**src/rtl/irq_arb_pkg.sv**
```systemverilog
package irq_arb_pkg;

    localparam int unsigned IRQ_LINES     = 13;
    localparam int unsigned IRQ_IN_W      = 16;
    localparam int unsigned IRQ_ADDR_W    = 64;
    localparam int unsigned IRQ_SPACE_W   = 8;
    localparam int unsigned IRQ_CODE_BASE = 64;

    typedef enum logic {
        ARB_IDLE  = 1'b0,
        ARB_FIRED = 1'b1
    } arb_state_e;

    function automatic logic [IRQ_ADDR_W-1:0] vec_target(
        input logic [IRQ_ADDR_W-1:0]  base,
        input logic [IRQ_ADDR_W-1:0]  code,
        input logic [IRQ_SPACE_W-1:0] space
    );
        logic [IRQ_ADDR_W-1:0] scaled;
        scaled = code * IRQ_ADDR_W'(space);
        return base + scaled;
    endfunction

endpackage

```
**src/rtl/irq_pend_capture.sv**
```systemverilog
module irq_pend_capture #(
    parameter int unsigned NUM_LINES = irq_arb_pkg::IRQ_LINES
) (
    input  logic                 clk,
    input  logic                 rst,
    input  logic [NUM_LINES-1:0] lines_in,
    output logic [NUM_LINES-1:0] pend_q,
    output logic                 any_pend
);
    always_ff @(posedge clk) begin
        if (rst) pend_q <= '0;
        else     pend_q <= lines_in;
    end

    assign any_pend = |pend_q;
endmodule

```
**src/rtl/irq_cfg_reg.sv**
```systemverilog
module irq_cfg_reg #(
    parameter int unsigned NUM_LINES = irq_arb_pkg::IRQ_LINES,
    parameter int unsigned SPACE_W   = irq_arb_pkg::IRQ_SPACE_W
) (
    input  logic                 clk,
    input  logic                 rst,
    input  logic                 load,
    input  logic [NUM_LINES-1:0] mask_in,
    input  logic [SPACE_W-1:0]   space_in,
    output logic [NUM_LINES-1:0] mask_q,
    output logic [SPACE_W-1:0]   space_q
);
    always_ff @(posedge clk) begin
        if (rst) begin
            mask_q  <= '0;
            space_q <= '0;
        end else if (load) begin
            mask_q  <= mask_in;
            space_q <= space_in;
        end
    end
endmodule

```
**src/rtl/irq_prio_pick.sv**
```systemverilog
module irq_prio_pick #(
    parameter int unsigned NUM_LINES = irq_arb_pkg::IRQ_LINES,
    localparam int unsigned IDX_W    = $clog2(NUM_LINES)
) (
    input  logic [NUM_LINES-1:0] pend,
    input  logic [NUM_LINES-1:0] mask,
    output logic                 hit,
    output logic [IDX_W-1:0]     idx
);
    logic [NUM_LINES-1:0] live;
    assign live = pend & mask;
    assign hit  = |live;

    // Ascending scan: a later (higher) set bit overwrites an earlier one.
    always_comb begin
        idx = '0;
        for (int i = 0; i < int'(NUM_LINES); i++) begin
            if (live[i]) idx = IDX_W'(i);
        end
    end
endmodule

```
**src/rtl/irq_take_ctrl.sv**
```systemverilog
module irq_take_ctrl
    import irq_arb_pkg::*;
#(
    parameter int unsigned NUM_LINES = IRQ_LINES,
    parameter int unsigned ADDR_W    = IRQ_ADDR_W,
    parameter int unsigned SPACE_W   = IRQ_SPACE_W,
    parameter int unsigned CODE_BASE = IRQ_CODE_BASE,
    localparam int unsigned IDX_W    = $clog2(NUM_LINES)
) (
    input  logic               clk,
    input  logic               rst,
    input  logic               glb_ie,
    input  logic               dbg_mode,
    input  logic               hit,
    input  logic [IDX_W-1:0]   idx_c,
    input  logic [SPACE_W-1:0] space_q,
    input  logic [ADDR_W-1:0]  entry_base,
    output logic               take_q,
    output logic [IDX_W-1:0]   idx_q,
    output logic [ADDR_W-1:0]  vec_q
);
    arb_state_e state_q;
    logic       cond;
    logic       fire;
    logic [ADDR_W-1:0] code;

    assign cond = glb_ie & ~dbg_mode & hit;
    assign fire = cond & (state_q == ARB_IDLE);
    assign code = ADDR_W'(CODE_BASE) + ADDR_W'(idx_c);

    always_ff @(posedge clk) begin
        if (rst) begin
            state_q <= ARB_IDLE;
            take_q  <= 1'b0;
            idx_q   <= '0;
            vec_q   <= '0;
        end else begin
            state_q <= cond ? ARB_FIRED : ARB_IDLE;
            take_q  <= fire;
            if (fire) begin
                idx_q <= idx_c;
                vec_q <= vec_target(entry_base, code, space_q);
            end
        end
    end
endmodule

```
**src/rtl/irq_arbiter_top.sv**
```systemverilog
module irq_arbiter_top
    import irq_arb_pkg::*;
#(
    parameter int unsigned NUM_LINES = IRQ_LINES,
    parameter int unsigned REQ_IN_W  = IRQ_IN_W,
    parameter int unsigned ADDR_W    = IRQ_ADDR_W,
    parameter int unsigned SPACE_W   = IRQ_SPACE_W,
    parameter int unsigned CODE_BASE = IRQ_CODE_BASE,
    localparam int unsigned IDX_W    = $clog2(NUM_LINES)
) (
    input  logic                 clk,
    input  logic                 rst,
    input  logic [REQ_IN_W-1:0]  req_lines,
    input  logic                 glb_ie,
    input  logic                 dbg_mode,
    input  logic                 cfg_load,
    input  logic [NUM_LINES-1:0] cfg_mask,
    input  logic [SPACE_W-1:0]   cfg_space,
    input  logic [ADDR_W-1:0]    entry_base,
    output logic [NUM_LINES-1:0] pend_bits,
    output logic                 raw_req,
    output logic                 take_pulse,
    output logic [IDX_W-1:0]     win_idx,
    output logic [ADDR_W-1:0]    vec_addr
);
    logic [NUM_LINES-1:0] mask_q;
    logic [SPACE_W-1:0]   space_q;
    logic                 hit;
    logic [IDX_W-1:0]     idx_c;

    irq_pend_capture #(.NUM_LINES(NUM_LINES)) u_pend (
        .clk      (clk),
        .rst      (rst),
        .lines_in (req_lines[NUM_LINES-1:0]),
        .pend_q   (pend_bits),
        .any_pend (raw_req)
    );

    irq_cfg_reg #(.NUM_LINES(NUM_LINES), .SPACE_W(SPACE_W)) u_cfg (
        .clk      (clk),
        .rst      (rst),
        .load     (cfg_load),
        .mask_in  (cfg_mask),
        .space_in (cfg_space),
        .mask_q   (mask_q),
        .space_q  (space_q)
    );

    irq_prio_pick #(.NUM_LINES(NUM_LINES)) u_pick (
        .pend (pend_bits),
        .mask (mask_q),
        .hit  (hit),
        .idx  (idx_c)
    );

    irq_take_ctrl #(
        .NUM_LINES (NUM_LINES),
        .ADDR_W    (ADDR_W),
        .SPACE_W   (SPACE_W),
        .CODE_BASE (CODE_BASE)
    ) u_take (
        .clk        (clk),
        .rst        (rst),
        .glb_ie     (glb_ie),
        .dbg_mode   (dbg_mode),
        .hit        (hit),
        .idx_c      (idx_c),
        .space_q    (space_q),
        .entry_base (entry_base),
        .take_q     (take_pulse),
        .idx_q      (win_idx),
        .vec_q      (vec_addr)
    );
endmodule

```
**config.mk**
```make
export PLATFORM = sky130hd
export DESIGN_NAME = irq_arbiter_top
export DESIGN_NICKNAME = d
export VERILOG_FILES = /design/src/rtl/irq_arb_pkg.sv /design/src/rtl/irq_pend_capture.sv /design/src/rtl/irq_cfg_reg.sv /design/src/rtl/irq_prio_pick.sv /design/src/rtl/irq_take_ctrl.sv /design/src/rtl/irq_arbiter_top.sv
export SDC_FILE = /design/constraint.sdc
export NUM_CORES = 1
export LEC_CHECK = 0
export BUFFER_PORTS_ARGS = -buffer_cell sky130_fd_sc_hd__buf_4
export CORE_ASPECT_RATIO = 1.2
export CORE_MARGIN = 1.5
export CORE_UTILIZATION = 30
export DETAILED_ROUTE_END_ITERATION = 8
export GPL_TIMING_DRIVEN = 1
export PLACE_DENSITY = 0.53
export SYNTH_ARGS = -nofsm -noshare
export SYNTH_HDL_FRONTEND = slang
export SYNTH_SLANG_ARGS = --single-unit
```
**constraint.sdc**
```tcl
create_clock -name clk -period 13.5 [get_ports clk]
set_input_delay 1.35 -clock clk [delete_from_list [all_inputs] [get_ports clk]]
set_output_delay 1.35 -clock clk [all_outputs]
set_load 0.005 [all_outputs]
```
Yosys cells after proc, flatten, opt, wreduce, memory -nomap -nowiden
Index checks and enable logic that the tools add are counted. W data, S select, Z words.

Muxes and demuxes: 13. Multipliers: 1. Reduce and logical (&&, ||, !) cells: 2. Bitwise operators: 6. Add/subtract/negate cells: 2.

Operators with widths (count): $add A64 B64 Y64 (1); $mul A64 B8 Y64 (1); $reduce_or A13 Y1 (2); $mux W4 (5); $and A13 B13 Y13 (1); $mux W3 (4); $add A7 B4 Y8 const A (1); $mux W2 (2); $and A1 B1 Y1 (3); $mux W1 (2); $not A1 Y1 (2).

Register bits after elaboration: 104. Word-level logic and storage cells: 31.

Depth between registers and ports, before layout
Depth after elaboration: 16. Gate-level depth with buffers: 23. Depth with buffers taken out: 21.

Modules after synthesis
Synthesis repeated with hierarchy kept, for this count alone.

Cells, all modules: 781. Area, all modules: 6642.6 um^2.

By module, submodules not included: irq_take_ctrl (times used 1, area each 5346.4 um^2, cells each 653); irq_cfg_reg (times used 1, area each 752.0 um^2, cells each 68); irq_pend_capture (times used 1, area each 374.1 um^2, cells each 32); irq_prio_pick (times used 1, area each 170.2 um^2, cells each 28).

Worst setup path before layout
No wires, ideal clock.

Kind: flip-flop to flip-flop. Start point: reg u_pend.pend_q[2]. End point: reg u_take.vec_q[26]. Stages on the path, launching flop included: 20. Data required time: 13.412 ns. Path slack: 8.214 ns. Buffers on the path: 1. Data arrival time: 5.198 ns. Cells stage by stage: dfxtp_1 -> nand2_1 -> a32o_1 -> a222oi_1 -> o21ai_0 -> and3_1 -> clkbuf_1 -> nand2_1 -> fa_1 -> fa_1 -> fa_1 -> inv_1 -> fa_1 -> ha_1 -> nand3_1 -> nor2_1 -> o211ai_2 -> and2_4 -> or4_1 -> a311oi_2.

Longest elaborated chain between the ends: 15.

RTL lines: start, declared (RTL line irq_pend_capture.sv:7) `output logic [NUM_LINES-1:0] pend_q,`; start signal, assigned (RTL line irq_pend_capture.sv:12) `else pend_q <= lines_in;`; $and A13 B13 Y13 (*) (RTL line irq_prio_pick.sv:11) `assign live = pend & mask;`; $mux W2 (2 in a row) (RTL line irq_prio_pick.sv:18) `if (live[i]) idx = IDX_W'(i);`; $mux W3 (4 in a row) (RTL line irq_prio_pick.sv:18); $mux W4 (5 in a row) (RTL line irq_prio_pick.sv:18); $add A7 B4 Y8 (RTL line irq_take_ctrl.sv:29) `assign code = ADDR_W'(CODE_BASE) + ADDR_W'(idx_c);`; $mul A64 B8 Y64 (RTL line irq_arb_pkg.sv:20) `scaled = code * IRQ_ADDR_W'(space);`; $add A64 B64 Y64 (RTL line irq_arb_pkg.sv:21) `return base + scaled;`; end signal, assigned (RTL line irq_take_ctrl.sv:42) `vec_q <= vec_target(entry_base, code, space_q);`; end, declared (RTL line irq_take_ctrl.sv:20) `output logic [ADDR_W-1:0] vec_q`.

Mark *: on every way between the ends. The rest lies on a longest branch, timed or not. A chain may end at the register's enable or synchronous reset.

Worst setup path in the final report
Start point: reg u_pend.pend_q[5]. End point: reg u_take.vec_q[55].

Longest elaborated chain between the ends: 12.

RTL lines (RTL line): $and A13 B13 Y13 (*) (irq_prio_pick.sv:11); $mux W3 (3 in a row) (irq_prio_pick.sv:18); $mux W4 (5 in a row) (irq_prio_pick.sv:18); $add A7 B4 Y8 (irq_take_ctrl.sv:29); $mul A64 B8 Y64 (irq_arb_pkg.sv:20); $add A64 B64 Y64 (irq_arb_pkg.sv:21).

Marked as above.

==> results.toml <==
[placement]
gp_congestion = 0.871
io_buffer_count = 185
dpl.hpwl_um = 17300

[die]
coreArea_um2 = 23200
die_area_um2 = 24700
die_w_um = 144
ios = 189
row_count = 61
die_y_um = 172
start_util_pct = 30.7

[cells_and_area]
drive_gt1_share_pct = 23.8
n_antenna_cell = 0
nFillCells = 2494
num-nets-final = 1172
area_delta_synth_final_pct = 27.8

[status]
outcome = "complete, no violations"

[global_routing]
track_usage_pct = 18.6
grt_first_pass_wirelength_um = 35200
grt_remaining_overflow = 0
antenna_found_initial = 0
grt_pass1_vias = 6551
grt_max_degree = 93

[clocking]
ctsResizeCount = 0
clk_path_buf_depth = 2
cts_tree = "yes"
cts_max_level = 3
post_cts_buffers = 0
cts_root_buf = "clkbuf_16"
cts_sinks = 104
cts_buffers = 9
clk_pin_slew_ns = 0.08
postCtsHoldBufs = 0
insertion_delay_ns = 0.37

[power_and_ir_drop]
ir_worst_vdd_v = 0.0000539
static-leakage-power_nw = 3.76
power.density_nw_per_um2 = 93.4
power_mw = 0.849

[yosys]
ys_seq_area_share_pct = 29.3
netlist.area_leader.share_pct = 29.3
synth_nets = 1012
yosys.area_share.simple_pct = 26.1
yosys.area.top_type = "dfxtp_1"
yosysWarnings = 0
syn_area_um2 = 7110
muxShareOfSynthArea_pct = 2.95
synth_cell_types = 71
synth-xor-area-share_pct = 4.68
synthAdderAreaFrac_pct = 14.9
synth_compound_gate_area_share_pct = 16.1
ys_top_cells_by_area = "dfxtp_1, fa_1, ha_1"
syn_area_per_cell_um2 = 8.49
synth_cells = 838
synth_top_family_by_area = "simple AND/OR/NAND/NOR gates"
async_reset_ff_share_pct = 0
synth_edf_count = 0
synth-seq-cells = 104
ys.flop_type = "dfxtp_1"

[setup_path]
reg2regPathDepth = 18
r2r-end = "u_take.vec_q[55]"
cp_data_required_time_ns = 13.77
rr_startpoint = "u_pend.pend_q[5]"
crit_arrival_ns = 6.79
crit_family = "compound AO/OA/AOI/OAI gates"
cp_cell_sequence = "a22o_1 > o21ai_0 > nand3_1 > a32oi_1 > and2_1 > fa_1 > fa_1 > inv_1 > fa_1 > fa_1 > inv_1 > ha_1 > a21oi_1 > o211ai_2 > a221oi_2 > nor4_1 > xnor2_1 > a211oi_1"
startpoint_type = "flop"
r2r_slack_ns = 6.98
crit_type = "flop to flop"
cpMostUsedCell = "fa_1"
cp_slowest_cell = "a221oi_2"
cpPeakStageDelay_ns = 0.87
critPathBufInv = 2
critPathMaxFanout = 11
cp-end-kind = "flop"

[min_path]
min_delay_worst_endpoint = "u_take.vec_q[15]"
min_path_type = "flop to flop"
hold_start = "u_take.vec_q[15]"
hold-path-cell-count = 2

[sta]
relSlewSlack_pct = 25.1
min_period_over_period_pct = 48.3
finalSetupTns_ns = 0
hold_violations = 0
fin_skew_ns = 0.0112
rsz0062_at_grt = "no"
worst-slew-pin-transition_ns = 1.12
setup_viol = 0
max_clock_freq_ghz = 0.153
final_max_slew_viol_count = 0
fin_crit_ns = 6.52

[routing]
via_per_inst = 4.99
totalWireLength_um = 22500
vias = 6577
route.antenna.remaining_nets = 0
drc = 0
first_pass_iters = 5
dr.first_iter.drc_count = 284
routed-wl-met2_um = 11600
wire_per_inst_um = 17.0
m1WireLength_um = 9630
top_layer_used = "met4"
met3_wirelength_um = 984

[run]
max-cap-violations = 0
## cell usage after synthesis, drive strengths merged, types with 20 or more instances
cell type  count
buf           20
inv           70
nor4          23
mux2i         21
and2          25
nor2          92
nand3         28
dfxtp        104
a211oi        46
fa            28
xnor2         36
clkbuf        20
ha            40
nand2         74
a21oi         38
nand4         28
## kinds of logic after synthesis
kind of cell	Yosys count
AND/OR/NAND/NOR	347
AO/OA/AOI/OAI	150
buffers and inverters	110
flip-flops	104
adder cells (fa/ha/maj)	68
XOR/XNOR	38
multiplexers	21
## power by group
group	total (mW)	internal (mW)	switching, mW
logic	0.216	0.0965	0.119
clock network	0.290	0.151	0.140
registers	0.342	0.327	0.0156
total	0.849	0.574	0.275
## through the flow
step | util [%] | hold WS, ns | instances | cell area (um^2) | setup slack (ns)
finish | 39.2 | 0.455 | 1318 | 9090 | 6.98
global route | 39.2 | 0.481 | 1318 | 9090 | 6.61
CTS | 39.2 | 0.456 | 1318 | 9090 | 7.02
detailed placement | 37.8 | 0.445 | 1302 | 8770 | 7.08
global placement | 37.8 | 0.442 | 1302 | 8770 | 7.08
floorplan | - | 0.448 | 838 | 7110 | 8.21
## flip-flops by register name, summed over array words and instances (netlist names)
| name | cells |
|---|---|
| u_take.idx_q | 4 |
| u_take.state_q | 1 |
| u_cfg.mask_q | 13 |
| u_take.vec_q | 64 |
| u_cfg.space_q | 8 |
| u_take.take_q | 1 |
| u_pend.pend_q | 13 |
## layout make-up
| type | instances | area, um^2 | area share, % |
|---|---|---|---|
| Inverter | 70 | 263 | 2.89 |
| Sequential cell | 104 | 2080 | 22.9 |
| Clock buffer | 9 | 225 | 2.48 |
| Tap cell | 315 | 394 | 4.33 |
| Multi-Input combinational cell | 624 | 4610 | 50.7 |
| Clock inverter | 7 | 97.6 | 1.07 |
| Timing Repair Buffer | 189 | 1420 | 15.6 |
## per-layer routing
metal | GRT usage [%] | vias up
li1 | - | 3286
met1 | 22.4 | 3125
met2 | 33.5 | 152
met3 | 3.26 | 14
met4 | 5.15 | 0
met5 | 0 | -
## layout by cell type (no fill, tap or decap), drive strengths merged, types with 7 or more instances in the layout
cell type | netlist | final
buf | 20 | 189
dfxtp | 104 | 104
nor2 | 92 | 92
nand2 | 74 | 74
inv | 70 | 74
a211oi | 46 | 46
ha | 40 | 40
a21oi | 38 | 38
xnor2 | 36 | 36
fa | 28 | 28
nand3 | 28 | 28
nand4 | 28 | 28
and2 | 25 | 25
nor4 | 23 | 23
mux2i | 21 | 21
nor3 | 19 | 19
o21ai | 19 | 19
and4 | 18 | 18
nor2b | 14 | 14
clkbuf | 20 | 9
and3 | 7 | 7
a311oi | 7 | 7
## worst register-to-register path: stages (launching register included)
cell and delay, ns:
dfxtp_1 0.36, a22o_1 0.24, o21ai_0 0.19, nand3_1 0.10, a32oi_1 0.85, and2_1 0.27, fa_1 0.42, fa_1 0.52
inv_1 0.05, fa_1 0.50, fa_1 0.55, inv_1 0.04, ha_1 0.37, a21oi_1 0.27, o211ai_2 0.19, a221oi_2 0.87
nor4_1 0.21, xnor2_1 0.19, a211oi_1 0.23
## worst max path at each step
stage / start / to / depth (start not counted) / slack, ns
5_1_grt: u_pend.pend_q[5] / u_take.vec_q[63] / 18 / 6.61
6_report: u_pend.pend_q[5] / u_take.vec_q[55] / 18 / 6.98
3_3_place_gp: u_pend.pend_q[5] / u_take.vec_q[55] / 18 / 7.08
4_1_cts: u_pend.pend_q[5] / u_take.vec_q[55] / 18 / 7.02
3_5_place_dp: u_pend.pend_q[5] / u_take.vec_q[55] / 18 / 7.08
2_1_floorplan: u_pend.pend_q[2] / u_take.vec_q[26] / 19 / 8.21
No activity file was read; power rests on OpenSTA's default activity.
